<file path="config.mk">
export PLATFORM = sky130hd
export DESIGN_NAME = i2c_regbank_target
export DESIGN_NICKNAME = d
export VERILOG_FILES = /design/src/rtl/i2c_tgt_pkg.sv /design/src/rtl/i2c_line_sync.sv /design/src/rtl/i2c_cond_detect.sv /design/src/rtl/i2c_target_fsm.sv /design/src/rtl/i2c_regbank_target.sv
export SDC_FILE = /design/constraint.sdc
export NUM_CORES = 1
export LEC_CHECK = 0
export BUFFER_PORTS_ARGS = -buffer_cell sky130_fd_sc_hd__buf_2
export CAP_MARGIN = 15
export CORE_AREA = 5 5 60 75
export DETAILED_ROUTE_END_ITERATION = 10
export DIE_AREA = 0 0 65 80
export PLACE_DENSITY = 0.8
export SETUP_SLACK_MARGIN = 0.4
export SLEW_MARGIN = 20
export SYNTH_ARGS = -nofsm -noshare
export SYNTH_HDL_FRONTEND = slang
export SYNTH_SLANG_ARGS = --single-unit
</file>
<file path="constraint.sdc">
create_clock -name clk -period 3.8 [get_ports clk]
set_input_delay 0.76 -clock clk [delete_from_list [all_inputs] [get_ports clk]]
set_output_delay 0.76 -clock clk [all_outputs]
set_load 0.05 [all_outputs]
</file>
<file path="src/rtl/i2c_tgt_pkg.sv">
// Package: types and constants shared by the bus target.
// Assumes byte-wide registers and a fixed device address.
package i2c_tgt_pkg;

    localparam int        BYTE_W   = 8;
    localparam logic [6:0] DEV_ADDR = 7'b0010000;

    typedef enum logic [2:0] {
        ST_IDLE,   // bus free or not addressed
        ST_ADDR,   // shifting in the address byte
        ST_ACK,    // 9th clock of an acknowledged byte
        ST_WR,     // shifting in a write data byte
        ST_RD,     // shifting out a read data byte
        ST_RACK,   // sampling controller ACK/NACK
        ST_SKIP    // ignoring traffic until START/STOP
    } tgt_state_t;

endpackage

</file>
<file path="src/rtl/i2c_line_sync.sv">
// Synchroniser: brings W asynchronous lines into the clk domain
// through STAGES flops and also gives the previous synced sample.
// Assumes lines idle high, so every stage resets to 1.
module i2c_line_sync #(
    parameter int W      = 2,
    parameter int STAGES = 2
) (
    input  logic         clk,
    input  logic         rst_n,
    input  logic [W-1:0] raw_i,
    output logic [W-1:0] lvl_o,
    output logic [W-1:0] lvl_d_o
);

    logic [W-1:0] stage_q [STAGES];

    // first stage captures the raw pins
    always_ff @(posedge clk) begin
        if (!rst_n) stage_q[0] <= '1;
        else        stage_q[0] <= raw_i;
    end

    genvar g;
    generate
        for (g = 1; g < STAGES; g++) begin : g_chain
            // each further stage re-registers its predecessor
            always_ff @(posedge clk) begin
                if (!rst_n) stage_q[g] <= '1;
                else        stage_q[g] <= stage_q[g-1];
            end
        end
    endgenerate

    assign lvl_o = stage_q[STAGES-1];

    // delayed copy for edge detection
    always_ff @(posedge clk) begin
        if (!rst_n) lvl_d_o <= '1;
        else        lvl_d_o <= lvl_o;
    end

endmodule

</file>
<file path="src/rtl/i2c_cond_detect.sv">
// Condition detector: derives the SCL edges and the bus START and STOP
// events from the synced and delayed line samples.
// A STOP seen in the same SCL-high interval as a START is suppressed.
module i2c_cond_detect (
    input  logic clk,
    input  logic rst_n,
    input  logic scl,
    input  logic scl_d,
    input  logic sda,
    input  logic sda_d,
    output logic scl_rise_o,
    output logic scl_fall_o,
    output logic start_o,
    output logic stop_o
);

    logic raw_start, raw_stop, start_in_high_q;

    assign scl_rise_o = scl & ~scl_d;
    assign scl_fall_o = ~scl & scl_d;
    assign raw_start  = scl & scl_d & sda_d & ~sda;
    assign raw_stop   = scl & scl_d & ~sda_d & sda;

    // remember a START until SCL leaves its high phase
    always_ff @(posedge clk) begin
        if (!rst_n)         start_in_high_q <= 1'b0;
        else if (raw_start) start_in_high_q <= 1'b1;
        else if (!scl)      start_in_high_q <= 1'b0;
    end

    assign start_o = raw_start;
    assign stop_o  = raw_stop & ~start_in_high_q;

endmodule

</file>
<file path="src/rtl/i2c_target_fsm.sv">
// Byte engine: receives the address and write bytes, serialises the
// read bytes, produces the ACK pull-down and keeps the register pointer.
// Assumes one-cycle event strobes from the condition detector and
// combinational read data for the current pointer.
module i2c_target_fsm
    import i2c_tgt_pkg::*;
#(
    parameter int PTR_W = 4
) (
    input  logic              clk,
    input  logic              rst_n,
    input  logic              sda,
    input  logic              scl_rise,
    input  logic              scl_fall,
    input  logic              start_evt,
    input  logic              stop_evt,
    input  logic [BYTE_W-1:0] rdata_i,
    output logic              pull_o,
    output logic              we_o,
    output logic [BYTE_W-1:0] wdata_o,
    output logic [PTR_W-1:0]  ptr_o
);

    localparam int          CNT_W    = $clog2(BYTE_W + 1);
    localparam logic [CNT_W-1:0] BYTE_END = CNT_W'(BYTE_W);

    tgt_state_t        state_q;
    logic [CNT_W-1:0]  cnt_q;
    logic [BYTE_W-1:0] shreg_q;
    logic              rw_q;
    logic              nack_q;
    logic              ptr_set_q;

    // protocol sequencer, pointer and register strobe
    always_ff @(posedge clk) begin
        if (!rst_n) begin
            state_q   <= ST_IDLE;
            cnt_q     <= '0;
            shreg_q   <= '0;
            rw_q      <= 1'b0;
            nack_q    <= 1'b0;
            ptr_set_q <= 1'b0;
            pull_o    <= 1'b0;
            we_o      <= 1'b0;
            wdata_o   <= '0;
            ptr_o     <= '0;
        end else begin
            we_o <= 1'b0;
            if (we_o) ptr_o <= ptr_o + 1'b1;

            if (start_evt) begin
                state_q   <= ST_ADDR;
                cnt_q     <= '0;
                pull_o    <= 1'b0;
                ptr_set_q <= 1'b0;
            end else if (stop_evt) begin
                state_q <= ST_IDLE;
                pull_o  <= 1'b0;
            end else begin
                case (state_q)
                    ST_ADDR, ST_WR: begin
                        if (scl_rise && cnt_q != BYTE_END) begin
                            shreg_q <= {shreg_q[BYTE_W-2:0], sda};
                            cnt_q   <= cnt_q + 1'b1;
                        end else if (scl_fall && cnt_q == BYTE_END) begin
                            cnt_q <= '0;
                            if (state_q == ST_ADDR) begin
                                if (shreg_q[BYTE_W-1:1] == DEV_ADDR) begin
                                    pull_o  <= 1'b1;
                                    rw_q    <= shreg_q[0];
                                    state_q <= ST_ACK;
                                end else begin
                                    state_q <= ST_SKIP;
                                end
                            end else begin
                                pull_o  <= 1'b1;
                                state_q <= ST_ACK;
                                if (!ptr_set_q) begin
                                    ptr_o     <= shreg_q[PTR_W-1:0];
                                    ptr_set_q <= 1'b1;
                                end else begin
                                    we_o    <= 1'b1;
                                    wdata_o <= shreg_q;
                                end
                            end
                        end
                    end
                    ST_ACK: begin
                        if (scl_fall) begin
                            cnt_q <= '0;
                            if (rw_q) begin
                                shreg_q <= rdata_i;
                                pull_o  <= ~rdata_i[BYTE_W-1];
                                ptr_o   <= ptr_o + 1'b1;
                                state_q <= ST_RD;
                            end else begin
                                pull_o  <= 1'b0;
                                state_q <= ST_WR;
                            end
                        end
                    end
                    ST_RD: begin
                        if (scl_rise) begin
                            cnt_q <= cnt_q + 1'b1;
                        end else if (scl_fall) begin
                            if (cnt_q == BYTE_END) begin
                                pull_o  <= 1'b0;
                                state_q <= ST_RACK;
                            end else begin
                                shreg_q <= {shreg_q[BYTE_W-2:0], 1'b0};
                                pull_o  <= ~shreg_q[BYTE_W-2];
                            end
                        end
                    end
                    ST_RACK: begin
                        if (scl_rise) begin
                            nack_q <= sda;
                        end else if (scl_fall) begin
                            cnt_q <= '0;
                            if (!nack_q) begin
                                shreg_q <= rdata_i;
                                pull_o  <= ~rdata_i[BYTE_W-1];
                                ptr_o   <= ptr_o + 1'b1;
                                state_q <= ST_RD;
                            end else begin
                                state_q <= ST_SKIP;
                            end
                        end
                    end
                    default: ;
                endcase
            end
        end
    end

endmodule

</file>
<file path="src/rtl/i2c_regbank_target.sv">
// Top: bus target for a register bank. Synchronises the lines, finds
// bus conditions and runs the byte engine. sda_pull_o is a pull-down
// enable for an open-drain pad; the bank itself lives outside.
module i2c_regbank_target
    import i2c_tgt_pkg::*;
#(
    parameter int PTR_W       = 4,
    parameter int SYNC_STAGES = 2
) (
    input  logic              clk,
    input  logic              rst_n,
    input  logic              scl_i,
    input  logic              sda_i,
    output logic              sda_pull_o,
    output logic              reg_we_o,
    output logic [PTR_W-1:0]  reg_addr_o,
    output logic [BYTE_W-1:0] reg_wdata_o,
    input  logic [BYTE_W-1:0] reg_rdata_i
);

    logic [1:0] lvl, lvl_d;
    logic       scl_s, sda_s, scl_rise, scl_fall, start_evt, stop_evt;

    i2c_line_sync #(.W(2), .STAGES(SYNC_STAGES)) u_sync (
        .clk     (clk),
        .rst_n   (rst_n),
        .raw_i   ({scl_i, sda_i}),
        .lvl_o   (lvl),
        .lvl_d_o (lvl_d)
    );

    assign scl_s = lvl[1];
    assign sda_s = lvl[0];

    i2c_cond_detect u_cond (
        .clk        (clk),
        .rst_n      (rst_n),
        .scl        (scl_s),
        .scl_d      (lvl_d[1]),
        .sda        (sda_s),
        .sda_d      (lvl_d[0]),
        .scl_rise_o (scl_rise),
        .scl_fall_o (scl_fall),
        .start_o    (start_evt),
        .stop_o     (stop_evt)
    );

    i2c_target_fsm #(.PTR_W(PTR_W)) u_fsm (
        .clk       (clk),
        .rst_n     (rst_n),
        .sda       (sda_s),
        .scl_rise  (scl_rise),
        .scl_fall  (scl_fall),
        .start_evt (start_evt),
        .stop_evt  (stop_evt),
        .rdata_i   (reg_rdata_i),
        .pull_o    (sda_pull_o),
        .we_o      (reg_we_o),
        .wdata_o   (reg_wdata_o),
        .ptr_o     (reg_addr_o)
    );

endmodule

</file>
==> impl_metrics.csv, run 1 <==
group,metric,value,unit
power,p_total,845,uW
placement,portBuffers,25,
clock_tree,cts.path.max_buffers,2,
layout,drive_gt1_share,17.5,%
clock_tree,clock-sinks,39,
setup_path,cp.arrival,2.96,ns
setup_path,worstPathMaxFanout,23,
yosys,ys_seq_elements,39,
run_status,status,"completed",
drt,dr.first_iter.drc_count,213,
drt,routedWlPerCell,15.6,um
clock_tree,hold_buffers,0,
power,intPower,641,uW
clock_tree,cts-htree-levels,2,
floorplanning,num_rows,25,
timing,period_minus_slack,2.77,ns
setup_path,path_cells,"or3b_1, o32ai_1, a2111oi_4, nor2_1, a311oi_1",
floorplanning,dieHeight,80,um
drt,drt-pass1-iter-count,4,
setup_path,slowest_delay,0.88,ns
floorplanning,die_area,5200,sq um
layout,nNetsFinal,300,
setup_path,criticalPathCategory,"reg -> reg",
power,ir_drop,0.267,mV
clock_tree,cts_tree,"done",
power,powerDensity,348,nW/um^2
floorplanning,ioPinCount,26,
yosys,synth_nets,283,
yosys,synth_cells,268,
yosys,synth.lib_cells_used.distinct,59,
layout,nFillCells,315,
yosys,synth_edf_count,0,
clock_tree,cts_resized,0,
yosys,synth_flop_cell,"dfxtp_1",
timing,setup_viol,0,
drt,viasPerCell,6.19,
clock_tree,post_cts.repair.setup_buffers,0,
layout,design_area,2430,sq um
setup_path,crit_path_end_kind,"flop",
yosys,yosys_warnings,0,
global_routing,antenna_found_initial,0,
clock_tree,cts_buffers,5,
power,p_seq_share,50.8,%
layout,layout-area-overhead-vs-synth,10.0,%
drt,antenna_left,0,
placement,place_area,2320,sq um
timing,relSlewSlack,37.7,%
power,sw_frac_of_total,24.2,%
timing,drv_slew,0,
timing,rsz0062_at_grt,"false",
floorplanning,die_w,65,um
drt,drc,0,
floorplanning,initial_core_util,59.3,%
placement,place_ws,1.09,ns
floorplanning,coreArea,3720,sq um
timing,worstMarginPinSlew,0.934,ns
global_routing,grt_pass1_wl,8580,um
setup_path,r2r_cells,5,
min_path,holdPathStages,1,
power,clkPwrFrac,41.1,%
power,power.switching,204,uW
setup_path,cp_slowest_cell,"a2111oi_4",
global_routing,grt_overflow,0,
clock_tree,clockRootBuffer,"clkbuf_8",
flow_run,drv_cap,0,
placement,place_congestion,0.941,
timing,finalClockSkew,0.00280,ns
timing,setup_slack,1.03,ns
timing,period_share,73.0,%
timing,hold_violations,0,
global_routing,grt_usage,20.9,%
timing,fmax,360,MHz
setup_path,worst_setup_path_start_kind,"flop",
clock_tree,clk_latency,0.29,ns
min_path,worstHoldPathType,"reg -> reg",
clock_tree,clkTransAtPathRegs,0.08,ns
global_routing,grt_max_degree,26,
setup_path,required,3.99,ns
power,pwr-share-comb,8.2,%
yosys,async_reset_ff_share,0,%
placement,hpwl,3760,um
drt,wirelength,5080,um
layout,antennaDiodeCount,0,
drt,vias,2018,
yosys,syn_area,2210,sq um
power,leakagePower,0.000881,uW
global_routing,grt_pass1_vias,1901,
timing,fin_tns_setup,0,ns
yosys,ys_seq_area_share,35.4,%
yosys,synth_area_per_cell,8.24,sq um
state kept, by name, indices dropped and copies added (netlist names):
register,cells
u_fsm.shreg_q,8
u_fsm.wdata_o,8
u_fsm.cnt_q,4
u_fsm.ptr_o,4
u_sync.stage_q,4
u_fsm.state_q,3
u_sync.lvl_d_o,2
u_cond.start_in_high_q,1
u_fsm.nack_q,1
u_fsm.ptr_set_q,1
u_fsm.pull_o,1
u_fsm.rw_q,1
u_fsm.we_o,1
power by group through the flow:
stage	clock [uW]	combinational, uW	sequential (uW)
after floorplan	0	51.4	436
after detailed placement	0	68.5	438
final	347	68.9	429
after global routing	368	76.2	430
after CTS	352	68.9	429
after global placement	0	66.9	438
layout make-up:
type                       count  area [sq um]  share of cell area, %
tap                           40          50.0                   2.06
clock buffer                   5          68.8                   2.83
inverter                       8          30.0                   1.24
timing repair buffer          28           148                   6.08
sequential                    39           781                   32.1
multi-input combinational    203          1310                   53.9
clock inverter                 3          43.8                   1.80
final timing paths:
| check | start | to | slack [ns] |
|---|---|---|---|
| worst min register to register | u_sync.stage_q[0][1] | u_sync.stage_q[1][1] | 0.41 |
| worst max-delay path | u_fsm.state_q[2] | u_fsm.shreg_q[3] | 1.03 |
| worst max register to register | u_fsm.state_q[2] | u_fsm.shreg_q[3] | 1.03 |
| worst min-delay path | u_sync.stage_q[0][1] | u_sync.stage_q[1][1] | 0.41 |
routing by layer:
metal  up-vias  routed length (um)  global-route usage, %
met1       934                2120                   24.0
li1       1008                   -                      -
met2        64                2600                   36.8
met5         -                   0                      0
met3        12                 214                   4.37
met4         0                 136                   9.30
synthesized netlist by cell type, drive strengths merged, types with 3 or more instances:
library cell  count  area [sq um]
nor3b             5          42.5
or3b              4          35.0
a21oi            22           110
dfxtp            39           781
nor2             23          91.3
o21a              3          22.5
a22o              3          26.3
inv               8          30.0
mux2i             5          50.1
ha                3          37.5
buf               8          50.0
nand3            20           100
nor4              4          46.3
o22ai             3          18.8
nor2b             5          31.3
clkbuf           10          38.8
nand2b           13          81.3
o21ai             9          45.0
xor2              3          26.3
or3               3          18.8
a311oi            7          73.8
a31oi             3          18.8
o221ai            3          26.3
nand2            30           113
worst max-delay path: cells and delay by family, from the launching register on:
family	cells	cell delay (ns)
compound gates	3	1.37
flops	1	0.77
simple gates	2	0.53
metrics by stage:
step	utilization (%)	hold WS (ns)	cells
final	65.3	0.415	326
after global routing	65.3	0.443	326
after CTS	65.3	0.418	326
after detailed placement	62.3	0.397	318
after global placement	62.3	0.388	318
after floorplan	-	0.386	268
cells in the final DEF (no fill, tap or decap), drive strengths merged, types with 3 or more instances in the layout:
cell type	instances
nor3b	5
o21a	3
nor2b	5
o221ai	3
nand3	20
o22ai	3
xor2	3
or3b	4
a311oi	7
nor4	4
mux2i	5
nand2b	13
o21ai	9
a21oi	22
or3	3
nor2	23
buf	28
nand2	30
clkbuf	5
a22o	3
inv	8
a31oi	3
ha	3
dfxtp	39
cell families (layout without fill, tap and decap cells):
logic type	count (synthesis)	count (layout)	synth area share, %
compound gates	68	68	22.2
xor+xnor	5	5	1.98
fa+ha+maj	3	3	1.70
buf+inv	26	44	5.38
flops	39	39	35.4
mux	5	5	2.27
simple gates	122	122	31.1
Note: power is estimated with default switching activity, not from simulation.
==> run 2: changes to the inputs <==
Settings changed: CORE_AREA 5 5 60 75 to 5 5 62 77, DIE_AREA 0 0 65 80 to 0 0 67 82, PLACE_DENSITY 0.8 to 0.75.
Clock period 3.8 ns to 2.7 ns, I/O delays scaled along.
==> impl_metrics.csv, run 2 (synthesis gave the netlist of run 1 again) <==
group,metric,value,unit
drt,viasPerCell,5.99,
clock_tree,cts_tree,"done",
power,intPower,997,uW
setup_path,worstPathMaxFanout,16,
setup_path,worst_setup_path_start_kind,"flop",
layout,antennaDiodeCount,0,
drt,drt-pass1-iter-count,4,
timing,period_minus_slack,2.12,ns
power,power.switching,288,uW
floorplanning,coreArea,4000,sq um
timing,worstMarginPinSlew,0.772,ns
power,clkPwrFrac,45.4,%
timing,rsz0062_at_grt,"false",
power,p_total,1280,uW
floorplanning,num_rows,26,
placement,place_congestion,0.931,
run_status,status,"completed",
timing,hold_violations,0,
timing,period_share,78.5,%
setup_path,criticalPathCategory,"reg -> reg",
flow_run,drv_cap,0,
floorplanning,die_w,67,um
drt,routedWlPerCell,15.1,um
power,ir_drop,0.316,mV
floorplanning,ioPinCount,26,
min_path,min_from,"u_sync.stage_q[0][1]",
setup_path,slowest_delay,0.45,ns
power,sw_frac_of_total,22.4,%
layout,drive_gt1_share,19.8,%
setup_path,r2r_slack,0.58,ns
setup_path,path_cells,"buf_4, and2b_1, o21ai_1, a2111oi_4, buf_4, nor2_1, a311oi_1",
setup_path,worst-path-buf-inv,2,
timing,drv_slew,0,
clock_tree,clockRootBuffer,"clkbuf_8",
global_routing,grt_pass1_vias,1918,
setup_path,cp.arrival,2.31,ns
min_path,holdPathStages,1,
clock_tree,clkTransAtPathRegs,0.08,ns
drt,dr.first_iter.drc_count,172,
placement,place_ws,0.457,ns
layout,nFillCells,363,
setup_path,r2r_cells,7,
layout,layout_common_cells,"dfxtp_1, nand2_1, buf_2, a21oi_1, nor2_1",
clock_tree,clock-sinks,39,
layout,final_common_cell,"dfxtp_1",
global_routing,grt_max_degree,26,
setup_path,crit_family,"compound AO/OA/AOI/OAI gates",
timing,setup_viol,0,
timing,fmax,472,MHz
timing,finalClockSkew,0.00680,ns
power,powerDensity,508,nW/um^2
layout,layout-area-overhead-vs-synth,14.5,%
timing,fin_tns_setup,0,ns
layout,reg.largest.list,"u_fsm.shreg_q: 8 flops, u_fsm.wdata_o: 8 flops",
clock_tree,hold_buffers,0,
floorplanning,dieHeight,82,um
placement,portBuffers,25,
setup_path,cp_slowest_cell,"dfxtp_1",
min_path,hold_end,"u_sync.stage_q[1][1]",
setup_path,required,2.89,ns
global_routing,antenna_found_initial,0,
setup_path,rr_endpoint,"u_fsm.shreg_q[7]",
clock_tree,cts_buffers,5,
layout,nNetsFinal,307,
global_routing,grt_usage,20.9,%
clock_tree,clk_latency,0.30,ns
power,pwr-share-comb,7.3,%
clock_tree,cts.path.max_buffers,2,
floorplanning,initial_core_util,55.2,%
setup_path,crit_path_end_kind,"flop",
global_routing,grt_pass1_wl,8810,um
drt,wirelength,5280,um
timing,setup_slack,0.579,ns
timing,relSlewSlack,48.5,%
global_routing,grt_overflow,0,
min_path,worstHoldPathType,"reg -> reg",
power,p_seq_share,47.4,%
drt,antenna_left,0,
placement,hpwl,3750,um
floorplanning,die_area,5490,sq um
clock_tree,cts-htree-levels,2,
power,leakagePower,0.000923,uW
drt,drc,0,
setup_path,path_common_cell,"buf_4",
drt,vias,2092,
setup_path,r2r_start,"u_fsm.state_q[2]",
## run 2: through the flow
step	hold slack, ns	utilization, %	std cells	cell area (sq um)
after global placement	0.390	59.7	341	2390
after CTS	0.422	63.1	349	2530
after detailed placement	0.397	59.7	341	2390
after global routing	0.437	63.2	349	2530
after floorplan	0.386	-	268	2210
final	0.420	63.2	349	2530
## run 2: repair_timing
action / 4_1_cts / 5_1_grt
gates resized for setup: 0 / 2
setup endpoints to repair: 0 / 10
endpoints found under the hold margin: 0 / 0
buffers inserted: 0 / 0
## run 2: worst max path at each step
stage,cells after the start,slack [ns],start,end
3_3_place_gp,4,0.51,u_fsm.state_q[0],u_fsm.pull_o
5_1_grt,7,0.44,u_fsm.state_q[2],u_fsm.shreg_q[4]
2_1_floorplan,8,0.85,u_fsm.cnt_q[0],u_fsm.shreg_q[1]
3_5_place_dp,6,0.46,u_fsm.state_q[1],u_fsm.pull_o
6_report,7,0.58,u_fsm.state_q[2],u_fsm.shreg_q[7]
4_1_cts,4,0.49,u_fsm.state_q[0],u_fsm.pull_o
## run 2: metal layers
metal  routed length, um  GRT usage (%)
met1                2150           23.1
met2                2570           36.0
met3                 301           4.79
met4                 247           12.2
met5                   0              0
## run 2: final cells by class
cell class / count / area (sq um) / share of cell area (%)
clock buffer: 5 / 68.8 / 2.72
clock inverter: 3 / 67.6 / 2.67
inverter: 8 / 30.0 / 1.19
multi-input combinational: 203 / 1310 / 51.8
sequential: 39 / 782 / 30.9
tap: 56 / 70.1 / 2.77
timing repair buffer: 35 / 200 / 7.92
## run 2: power groups by stage
stage,clock network [uW],registers [uW],logic [uW]
floorplan,0,614,72.4
CTS,593,608,93.8
finish,583,608,93.2
global route,619,611,103
global placement,0,621,90.9
detailed placement,0,621,92.4
## run 2: worst register-to-register path, stage by stage, from the launching register on
cell	delay (ns)
dfxtp_1	0.45
buf_4	0.24
and2b_1	0.24
o21ai_1	0.14
a2111oi_4	0.35
buf_4	0.27
nor2_1	0.07
a311oi_1	0.26
